<file path="config.mk">
export PLATFORM = sky130hd
export DESIGN_NAME = tmr_irq_ctrl
export DESIGN_NICKNAME = d
export VERILOG_FILES = /design/src/rtl/tic_pkg.sv /design/src/rtl/tic_flag_bank.sv /design/src/rtl/tic_enable_reg.sv /design/src/rtl/tic_prio_enc.sv /design/src/rtl/tmr_irq_ctrl.sv
export SDC_FILE = /design/constraint.sdc
export NUM_CORES = 1
export LEC_CHECK = 0
export BUFFER_PORTS_ARGS = -buffer_cell sky130_fd_sc_hd__buf_4
export CORE_MARGIN = 2
export CORE_UTILIZATION = 33
export DETAILED_ROUTE_END_ITERATION = 12
export HOLD_SLACK_MARGIN = 0.1
export MAX_ROUTING_LAYER = met4
export PLACE_DENSITY = 0.75
export SYNTH_ARGS = -nofsm -noshare
export SYNTH_HDL_FRONTEND = slang
export SYNTH_SLANG_ARGS = --single-unit
</file>
<file path="constraint.sdc">
create_clock -name clk -period 1 [get_ports clk]
set_input_delay 0.15 -clock clk [delete_from_list [all_inputs] [get_ports clk]]
set_output_delay 0.15 -clock clk [all_outputs]
set_load 0.05 [all_outputs]
</file>
<file path="src/rtl/tic_pkg.sv">
// Package: shared register map constants and source numbering for the
// timer interrupt controller. Assumes a one-bit register address.
package tic_pkg;
    localparam int unsigned TIC_DATA_W = 8;

    typedef enum logic {
        TIC_REG_FLAG = 1'b0,
        TIC_REG_EN   = 1'b1
    } tic_reg_e;

    localparam int unsigned TIC_SRC_OVF  = 0;
    localparam int unsigned TIC_SRC_CMPA = 1;
    localparam int unsigned TIC_SRC_CMPB = 2;
    localparam int unsigned TIC_SRC_CAP  = 3;
endpackage

</file>
<file path="src/rtl/tic_flag_bank.sv">
// Module: tic_flag_bank
// Holds one sticky flag per source. Each flag is set by its event pulse and
// cleared by a write-one mask or by an acknowledge naming its index. A set
// in the same cycle as a clear takes priority. The source at OVF_IDX is also
// gated by a mode qualifier. Assumes the clear mask is already decoded.
module tic_flag_bank #(
    parameter int unsigned NUM_SRC = 4,
    parameter int unsigned VEC_W   = 2,
    parameter int unsigned OVF_IDX = 0
) (
    input  logic               clk,
    input  logic               rst_n,
    input  logic [NUM_SRC-1:0] evt_i,
    input  logic               ovf_qual_i,
    input  logic [NUM_SRC-1:0] clr_mask_i,
    input  logic               ack_i,
    input  logic [VEC_W-1:0]   ack_vec_i,
    output logic [NUM_SRC-1:0] flags_o
);
    for (genvar k = 0; k < NUM_SRC; k++) begin : g_flag
        logic set_b;
        logic clr_b;
        logic flag_q;

        // Qualify the event: only the overflow source needs the mode strobe.
        if (k == OVF_IDX) begin : g_qual
            assign set_b = evt_i[k] & ovf_qual_i;
        end else begin : g_plain
            assign set_b = evt_i[k];
        end

        // Either clear path may drop the flag.
        assign clr_b = clr_mask_i[k] | (ack_i & (ack_vec_i == VEC_W'(k)));

        // Flag storage: reset, then set wins over clear.
        always_ff @(posedge clk) begin
            if (!rst_n) begin
                flag_q <= 1'b0;
            end else if (set_b) begin
                flag_q <= 1'b1;
            end else if (clr_b) begin
                flag_q <= 1'b0;
            end
        end

        assign flags_o[k] = flag_q;
    end
endmodule

</file>
<file path="src/rtl/tic_enable_reg.sv">
// Module: tic_enable_reg
// Plain read/write enable bits, one per source. Assumes the write strobe is
// already decoded for this register's address.
module tic_enable_reg #(
    parameter int unsigned NUM_SRC = 4
) (
    input  logic               clk,
    input  logic               rst_n,
    input  logic               wr_i,
    input  logic [NUM_SRC-1:0] wdata_i,
    output logic [NUM_SRC-1:0] en_o
);
    logic [NUM_SRC-1:0] en_q;

    // Enable storage: loads on a decoded write.
    always_ff @(posedge clk) begin
        if (!rst_n) begin
            en_q <= '0;
        end else if (wr_i) begin
            en_q <= wdata_i;
        end
    end

    assign en_o = en_q;
endmodule

</file>
<file path="src/rtl/tic_prio_enc.sv">
// Module: tic_prio_enc
// Finds the lowest-numbered active request and flags whether any is active.
// Assumes VEC_W is wide enough to index NUM_SRC.
module tic_prio_enc #(
    parameter int unsigned NUM_SRC = 4,
    parameter int unsigned VEC_W   = 2
) (
    input  logic [NUM_SRC-1:0] req_i,
    output logic               any_o,
    output logic [VEC_W-1:0]   vec_o
);
    // Scan from the top down so the lowest index is written last and wins.
    always_comb begin
        vec_o = '0;
        for (int i = NUM_SRC - 1; i >= 0; i--) begin
            if (req_i[i]) begin
                vec_o = VEC_W'(i);
            end
        end
    end

    assign any_o = |req_i;
endmodule

</file>
<file path="src/rtl/tmr_irq_ctrl.sv">
// Module: tmr_irq_ctrl (top)
// Timer interrupt flag/enable controller. It decodes register bus accesses,
// holds the flags and enables, gates the requests with the global enable and
// picks the lowest active vector. Assumes NUM_SRC <= DATA_W. Bits at and
// above NUM_SRC are reserved: they read zero and ignore writes.
module tmr_irq_ctrl
    import tic_pkg::*;
#(
    parameter int unsigned NUM_SRC = 4,
    parameter int unsigned DATA_W  = TIC_DATA_W,
    parameter int unsigned OVF_IDX = TIC_SRC_OVF,
    localparam int unsigned VEC_W  = (NUM_SRC > 1) ? $clog2(NUM_SRC) : 1
) (
    input  logic               clk,
    input  logic               rst_n,
    input  logic               gie_i,
    input  logic [NUM_SRC-1:0] evt_i,
    input  logic               ovf_qual_i,
    input  logic               ack_i,
    input  logic [VEC_W-1:0]   ack_vec_i,
    input  logic               reg_wr_i,
    input  logic               reg_rd_i,
    input  logic               reg_addr_i,
    input  logic [DATA_W-1:0]  reg_wdata_i,
    output logic [DATA_W-1:0]  reg_rdata_o,
    output logic [NUM_SRC-1:0] irq_req_o,
    output logic               irq_any_o,
    output logic [VEC_W-1:0]   irq_vec_o
);
    logic [NUM_SRC-1:0] flags;
    logic [NUM_SRC-1:0] en;
    logic [NUM_SRC-1:0] clr_mask;
    logic               wr_flag;
    logic               wr_en;
    logic               unused_wdata_hi;

    // Address decode for the two registers.
    assign wr_flag  = reg_wr_i & (tic_reg_e'(reg_addr_i) == TIC_REG_FLAG);
    assign wr_en    = reg_wr_i & (tic_reg_e'(reg_addr_i) == TIC_REG_EN);
    assign clr_mask = wr_flag ? reg_wdata_i[NUM_SRC-1:0] : '0;

    if (DATA_W > NUM_SRC) begin : g_resv
        assign unused_wdata_hi = ^reg_wdata_i[DATA_W-1:NUM_SRC];
    end else begin : g_nores
        assign unused_wdata_hi = 1'b0;
    end

    tic_flag_bank #(
        .NUM_SRC (NUM_SRC),
        .VEC_W   (VEC_W),
        .OVF_IDX (OVF_IDX)
    ) u_flags (
        .clk        (clk),
        .rst_n      (rst_n),
        .evt_i      (evt_i),
        .ovf_qual_i (ovf_qual_i),
        .clr_mask_i (clr_mask),
        .ack_i      (ack_i),
        .ack_vec_i  (ack_vec_i),
        .flags_o    (flags)
    );

    tic_enable_reg #(
        .NUM_SRC (NUM_SRC)
    ) u_en (
        .clk     (clk),
        .rst_n   (rst_n),
        .wr_i    (wr_en),
        .wdata_i (reg_wdata_i[NUM_SRC-1:0]),
        .en_o    (en)
    );

    // Request gating: global enable, per-source enable and flag.
    assign irq_req_o = flags & en & {NUM_SRC{gie_i}};

    tic_prio_enc #(
        .NUM_SRC (NUM_SRC),
        .VEC_W   (VEC_W)
    ) u_prio (
        .req_i (irq_req_o),
        .any_o (irq_any_o),
        .vec_o (irq_vec_o)
    );

    // Combinational read mux; reserved bits stay zero.
    always_comb begin
        reg_rdata_o = '0;
        if (reg_rd_i) begin
            if (tic_reg_e'(reg_addr_i) == TIC_REG_EN) begin
                reg_rdata_o[NUM_SRC-1:0] = en;
            end else begin
                reg_rdata_o[NUM_SRC-1:0] = flags;
            end
        end
    end
endmodule

</file>
; ---- Word level (Yosys, flattened, before mapping)
; Index checks and enable logic that the tools add are counted.
[classes]
n_eq_ne = 3
muxes = 15
n_bitwise = 14
n_reduce_logical = 6
[ops]
columns = cell, n
row1 = 2-to-1 mux 4 bit, 3
row2 = bitwise AND 4 bit, 2
row3 = 2-to-1 mux 1 bit, 8
row4 = 2-to-1 mux 2 bit, 4
row5 = nonzero test 2 bit, 4
row6 = bitwise AND 1 bit, 7
row7 = "== test 2 bit, second input constant", 2
row8 = OR 1 bit, 4
row9 = OR reduction 4 bit, 1
row10 = "== test 2 x 1 -> 1 bit, second input constant", 1
row11 = logical NOT 2 bit, 1
row12 = inverter 1 bit, 1
[word_totals]
reg_bits = 8
output_inout_bits = 15
elab_cells = 43

; ---- Depth between registers and ports, before layout
[depth]
ltp_word = 6
ltp_mapped = 4

; ---- By module
; From an unflattened synthesis, not the netlist that was laid out.
[hier_totals]
hier_cells = 68
hier_area_um2 = 605.6
[by_module_without_submodules]
columns = mod, n_inst, cells_per_inst, area_each_um2, seq_area_each_um2
row1 = tic_flag_bank, 1, 24, 232.7, 80.1
row2 = tmr_irq_ctrl, 1, 24, 181.4, 0.0
row3 = tic_enable_reg, 1, 13, 156.4, 80.1
row4 = tic_prio_enc, 1, 7, 35.0, 0.0

; ---- Worst setup path before layout
; No wires, ideal clock.
[synth_path]
path_kind = reg2out
start = register u_flags.g_flag[3].flag_q
end = output port irq_vec_o[0]
arrival_ns = 1.617
required_ns = 0.850
path_slack_ns = -0.767
stages_incl_launch_ff = 4
path_buffers = 0
cell_sequence = dfxtp_1 > and3_1 > a21oi_1 > nor2_1
[synth_between]
elab_chain_cells = 6
[synth_lines]
columns = element, line_no
row1 = "start, declared", tic_flag_bank.sv:23  ; logic flag_q;
row2 = "start signal, assigned", tic_flag_bank.sv:38  ; flag_q <= 1'b0;
row3 = "start signal, assigned", tic_flag_bank.sv:40  ; flag_q <= 1'b1;
row4 = "start signal, assigned", tic_flag_bank.sv:42  ; flag_q <= 1'b0;
row5 = bitwise AND 4 bit (2 in a row), tmr_irq_ctrl.sv:74  ; assign irq_req_o = flags & en & {NUM_SRC{gie_i}};
row6 = net irq_req_o[3], tmr_irq_ctrl.sv:26  ; output logic [NUM_SRC-1:0] irq_req_o,
row7 = 2-to-1 mux 2 bit (4 in a row), tic_prio_enc.sv:16  ; if (req_i[i]) begin
row8 = "end, declared", tmr_irq_ctrl.sv:28  ; output logic [VEC_W-1:0] irq_vec_o
; The timed path passes the listed nets, and every way through them passes these cells.

; ---- Worst setup path in the final report
[layout_path]
start = register u_flags.g_flag[2].flag_q
end = output port irq_vec_o[1]
[layout_between]
elab_chain_cells = 5
[layout_lines]
columns = element, line_no
row1 = "start, declared", tic_flag_bank.sv:23
row2 = "start signal, assigned", tic_flag_bank.sv:38
row3 = "start signal, assigned", tic_flag_bank.sv:40
row4 = "start signal, assigned", tic_flag_bank.sv:42
row5 = bitwise AND 4 bit (2 in a row), tmr_irq_ctrl.sv:74
row6 = 2-to-1 mux 2 bit (3 in a row), tic_prio_enc.sv:16
; Every way passes these cells.

==> key figures <==
Status
  – Status: complete, but fails checks
  – Failing checks: negative setup slack

Drt
  – Drt first pass iters: 4
  – Initial detailed-routing violation count: 6
  – Via count: 636
  – Vias per cell: 5.21
  – DRT Wirelength: 1770 µm
  – Post-DRT Antenna Nets: 0
  – Drt drc: 0
  – DR WL/cell: 14.5 µm

Global route
  – Total GRT Usage: 18.0%
  – Largest net degree at the start of global routing: 10
  – Antenna violations before repair: 0
  – Total congestion overflow: 0
  – Vias in the first global route: 580
  – First-pass GRT wire length: 2500 µm

Critical path
  – FF-to-FF path depth: 5
  – FF-to-FF End: u_flags.g_flag[2].flag_q$_SDFFE_PN0P_
  – Worst EP arrival: 1170 ps
  – Crit Path Max Fanout: 3
  – R2r setup slk: 10 ps
  – Worst setup path category: register to output pin
  – Crit-path max cell delay: 360 ps
  – Startpoint Class: register
  – RR Startpoint: u_flags.g_flag[2].flag_q$_SDFFE_PN0P_
  – Req. time, crit path: 850 ps
  – Crit-path cells: a22o_1 -> nand2_2 -> a21oi_4 -> buf_6
  – Critical Path End Type: output pin
  – Critical-path top delay cell: dfxtp_2

Hold path
  – Start point of the worst hold path: evt_i[2]
  – WHS Endpoint: u_flags.g_flag[2].flag_q$_SDFFE_PN0P_
  – Hold path depth: 3
  – Hold WC Path Type: input port to register

Layout
  – Share of layout cells above drive strength 1: 65.1%
  – Ant diodes: 0
  – Fill count: 108
  – Syn-to-layout area delta: 98.4%
  – Fin area: 0.00106 mm²
  – Layout Nets: 130

Clock tree
  – CTS sink cnt: 8
  – CTS Hold Bufs: 0
  – Clk slew on worst S/H paths: 60 ps
  – CTS root buf: clkbuf_4
  – H-tree levels: 1
  – CTS tree: yes
  – Longest Clk Path Bufs: 2
  – CTS Buf Count: 3
  – Clk_lat worst skew: 250 ps

Power and ir drop
  – Pwr Total: 0.000966 W
  – Leak Pwr: 0.462 nW
  – Maximum vdd drop: 0.556 mV
  – Pwr Density: 914 mW/mm²

Logic synthesis
  – Main flop type after synthesis: dfxtp_1
  – Synth Area in Compound Gates: 17.4%
  – #FFs+latches synth: 8
  – Post-synthesis sequential area ratio: 30.0%
  – Post-synth EDFFs: 0
  – Post-Synth Adder-Cell Area: 0%
  – Largest cells by area after synthesis: dfxtp_1, nand3b_1, nor2b_1
  – Synthesis Warnings: 0
  – Mapped Area: 533 µm²
  – Post-synthesis xor/xnor area fraction: 0%
  – Post-synthesis mux area share: 7.51%
  – Largest family of logic cells by synthesized area: simple AND/OR/NAND/NOR gates
  – Synth cell count leaders: nand2_1, dfxtp_1, nor2b_1
  – FFs w/ async S/R, synth: 0%
  – Mean Syn Cell Area: 8.08 µm²
  – Area leader, netlist: dfxtp_1
  – Top cell type's share of synthesized area: 30.0%
  – Netlist cell types: 18
  – Synth Area in Simple Gates: 33.8%
  – Cells after Synth: 66
  – Most instantiated library cell after synthesis: nand2_1

Floorplanning
  – Initial Utilization: 35.4%
  – Site Rows: 14
  – # IOs: 37
  – Die span in y: 44.2 µm
  – Die area: 0.00195 mm²
  – Core footprint: 0.00151 mm²
  – Chip width: 44.2 µm

STA
  – Pins Over Slew Limit: 0
  – Layout Skew: 0 ps
  – Final WS setup: -323 ps
  – Final setup vio count: 11
  – Final min period: 1320 ps
  – Hold Violations, Final: 0
  – RSZ-0062 raised after global routing: yes
  – Tcrit/Tclk final: 132%
  – Max Clk Rate: 756 MHz

Place
  – IO buf count: 28
  – Routability cong.: 0.822
  – Placed cell area: 845 µm²
  – DP HPWL: 1110 µm

Flow run
  – Max cap viols: 0
## stage by stage
step / hold WS (ps) / TNS, ps / utilization (%) / cells / setup slack, ps
2_1_floorplan: 278 / -236 / - / 69 / -142
3_3_place_gp: 378 / -231 / 56.1 / 113 / -80.3
3_5_place_dp: 386 / -262 / 56.1 / 113 / -85.2
4_1_cts: 127 / -2300 / 65.9 / 120 / -315
5_1_grt: 147 / -2890 / 70.2 / 122 / -375
6_report: 133 / -2490 / 70.2 / 122 / -323
## cells in the final DEF (no fill, tap or decap), drive strengths merged
cell type	count
buf	40
nand2	10
dfxtp	8
nor2b	7
nand3b	6
nand3	5
a21boi	5
conb	4
and3	4
mux2i	4
clkbuf	3
a31oi	3
a21oi	2
a22o	2
nor2	1
inv	1
o311ai	1
## worst max path at each step
stage / from / to / slack [ps] / depth (start not counted)
final: u_flags.g_flag[2].flag_q$_SDFFE_PN0P_ / irq_vec_o[1] / -320 / 4
after CTS: u_flags.g_flag[0].flag_q$_SDFFE_PN0P_ / irq_vec_o[1] / -310 / 3
after global routing: u_flags.g_flag[2].flag_q$_SDFFE_PN0P_ / irq_vec_o[1] / -380 / 4
after detailed placement: u_flags.g_flag[2].flag_q$_SDFFE_PN0P_ / irq_vec_o[1] / -90 / 4
after floorplan: u_flags.g_flag[3].flag_q$_SDFFE_PN0P_ / irq_vec_o[0] / -140 / 3
after global placement: u_flags.g_flag[0].flag_q$_SDFFE_PN0P_ / irq_any_o / -80 / 4
## kinds of logic after synthesis
logic type,Yosys count
buffers and inverters,7
muxes,4
AOI/OAI and AO/OA,13
DFF,8
other,1
and+or+nand+nor,33
## flip-flops by register name, indices dropped and copies added (netlist names)
name / cells
u_flags.g_flag.flag_q: 4
u_en.en_o: 4
## critical path: cells and delay by family, from the launching register on
kind | cells | cell delay [ps]
compound gates | 2 | 300
buf+inv | 1 | 170
flops | 1 | 360
simple gates | 1 | 100
## what timing repair did
| action | CTS | global route |
|---|---|---|
| resized for setup | 27 | 10 |
| endpoints found under the setup margin | 11 | 11 |
| buffers inserted | 4 | 2 |
| gates cloned | 0 | 0 |
| pin swaps | 2 | 4 |
## layout make-up
type | count | area (µm²) | share of cell area (%)
Sequential cell | 8 | 175 | 16.6
Timing Repair Buffer | 40 | 375 | 35.5
Inverter | 1 | 3.75 | 0.355
Tap cell | 16 | 20.0 | 1.89
Multi-Input combinational cell | 54 | 460 | 43.6
Clock buffer | 3 | 22.5 | 2.13
## per-layer routing
layer / global-route usage, % / wire length [µm]
met3: 2.04 / 80
met4: 10.3 / 28
met1: 19.2 / 705
met5: - / 0
met2: 31.8 / 960
## where the power goes
part | internal, W | switching, W
clock network | 0.000137 | 0.000112
logic | 0.000171 | 0.000183
registers | 0.000339 | 0.0000245
total | 0.000647 | 0.000319
Note: power is estimated with default switching activity, not from simulation.
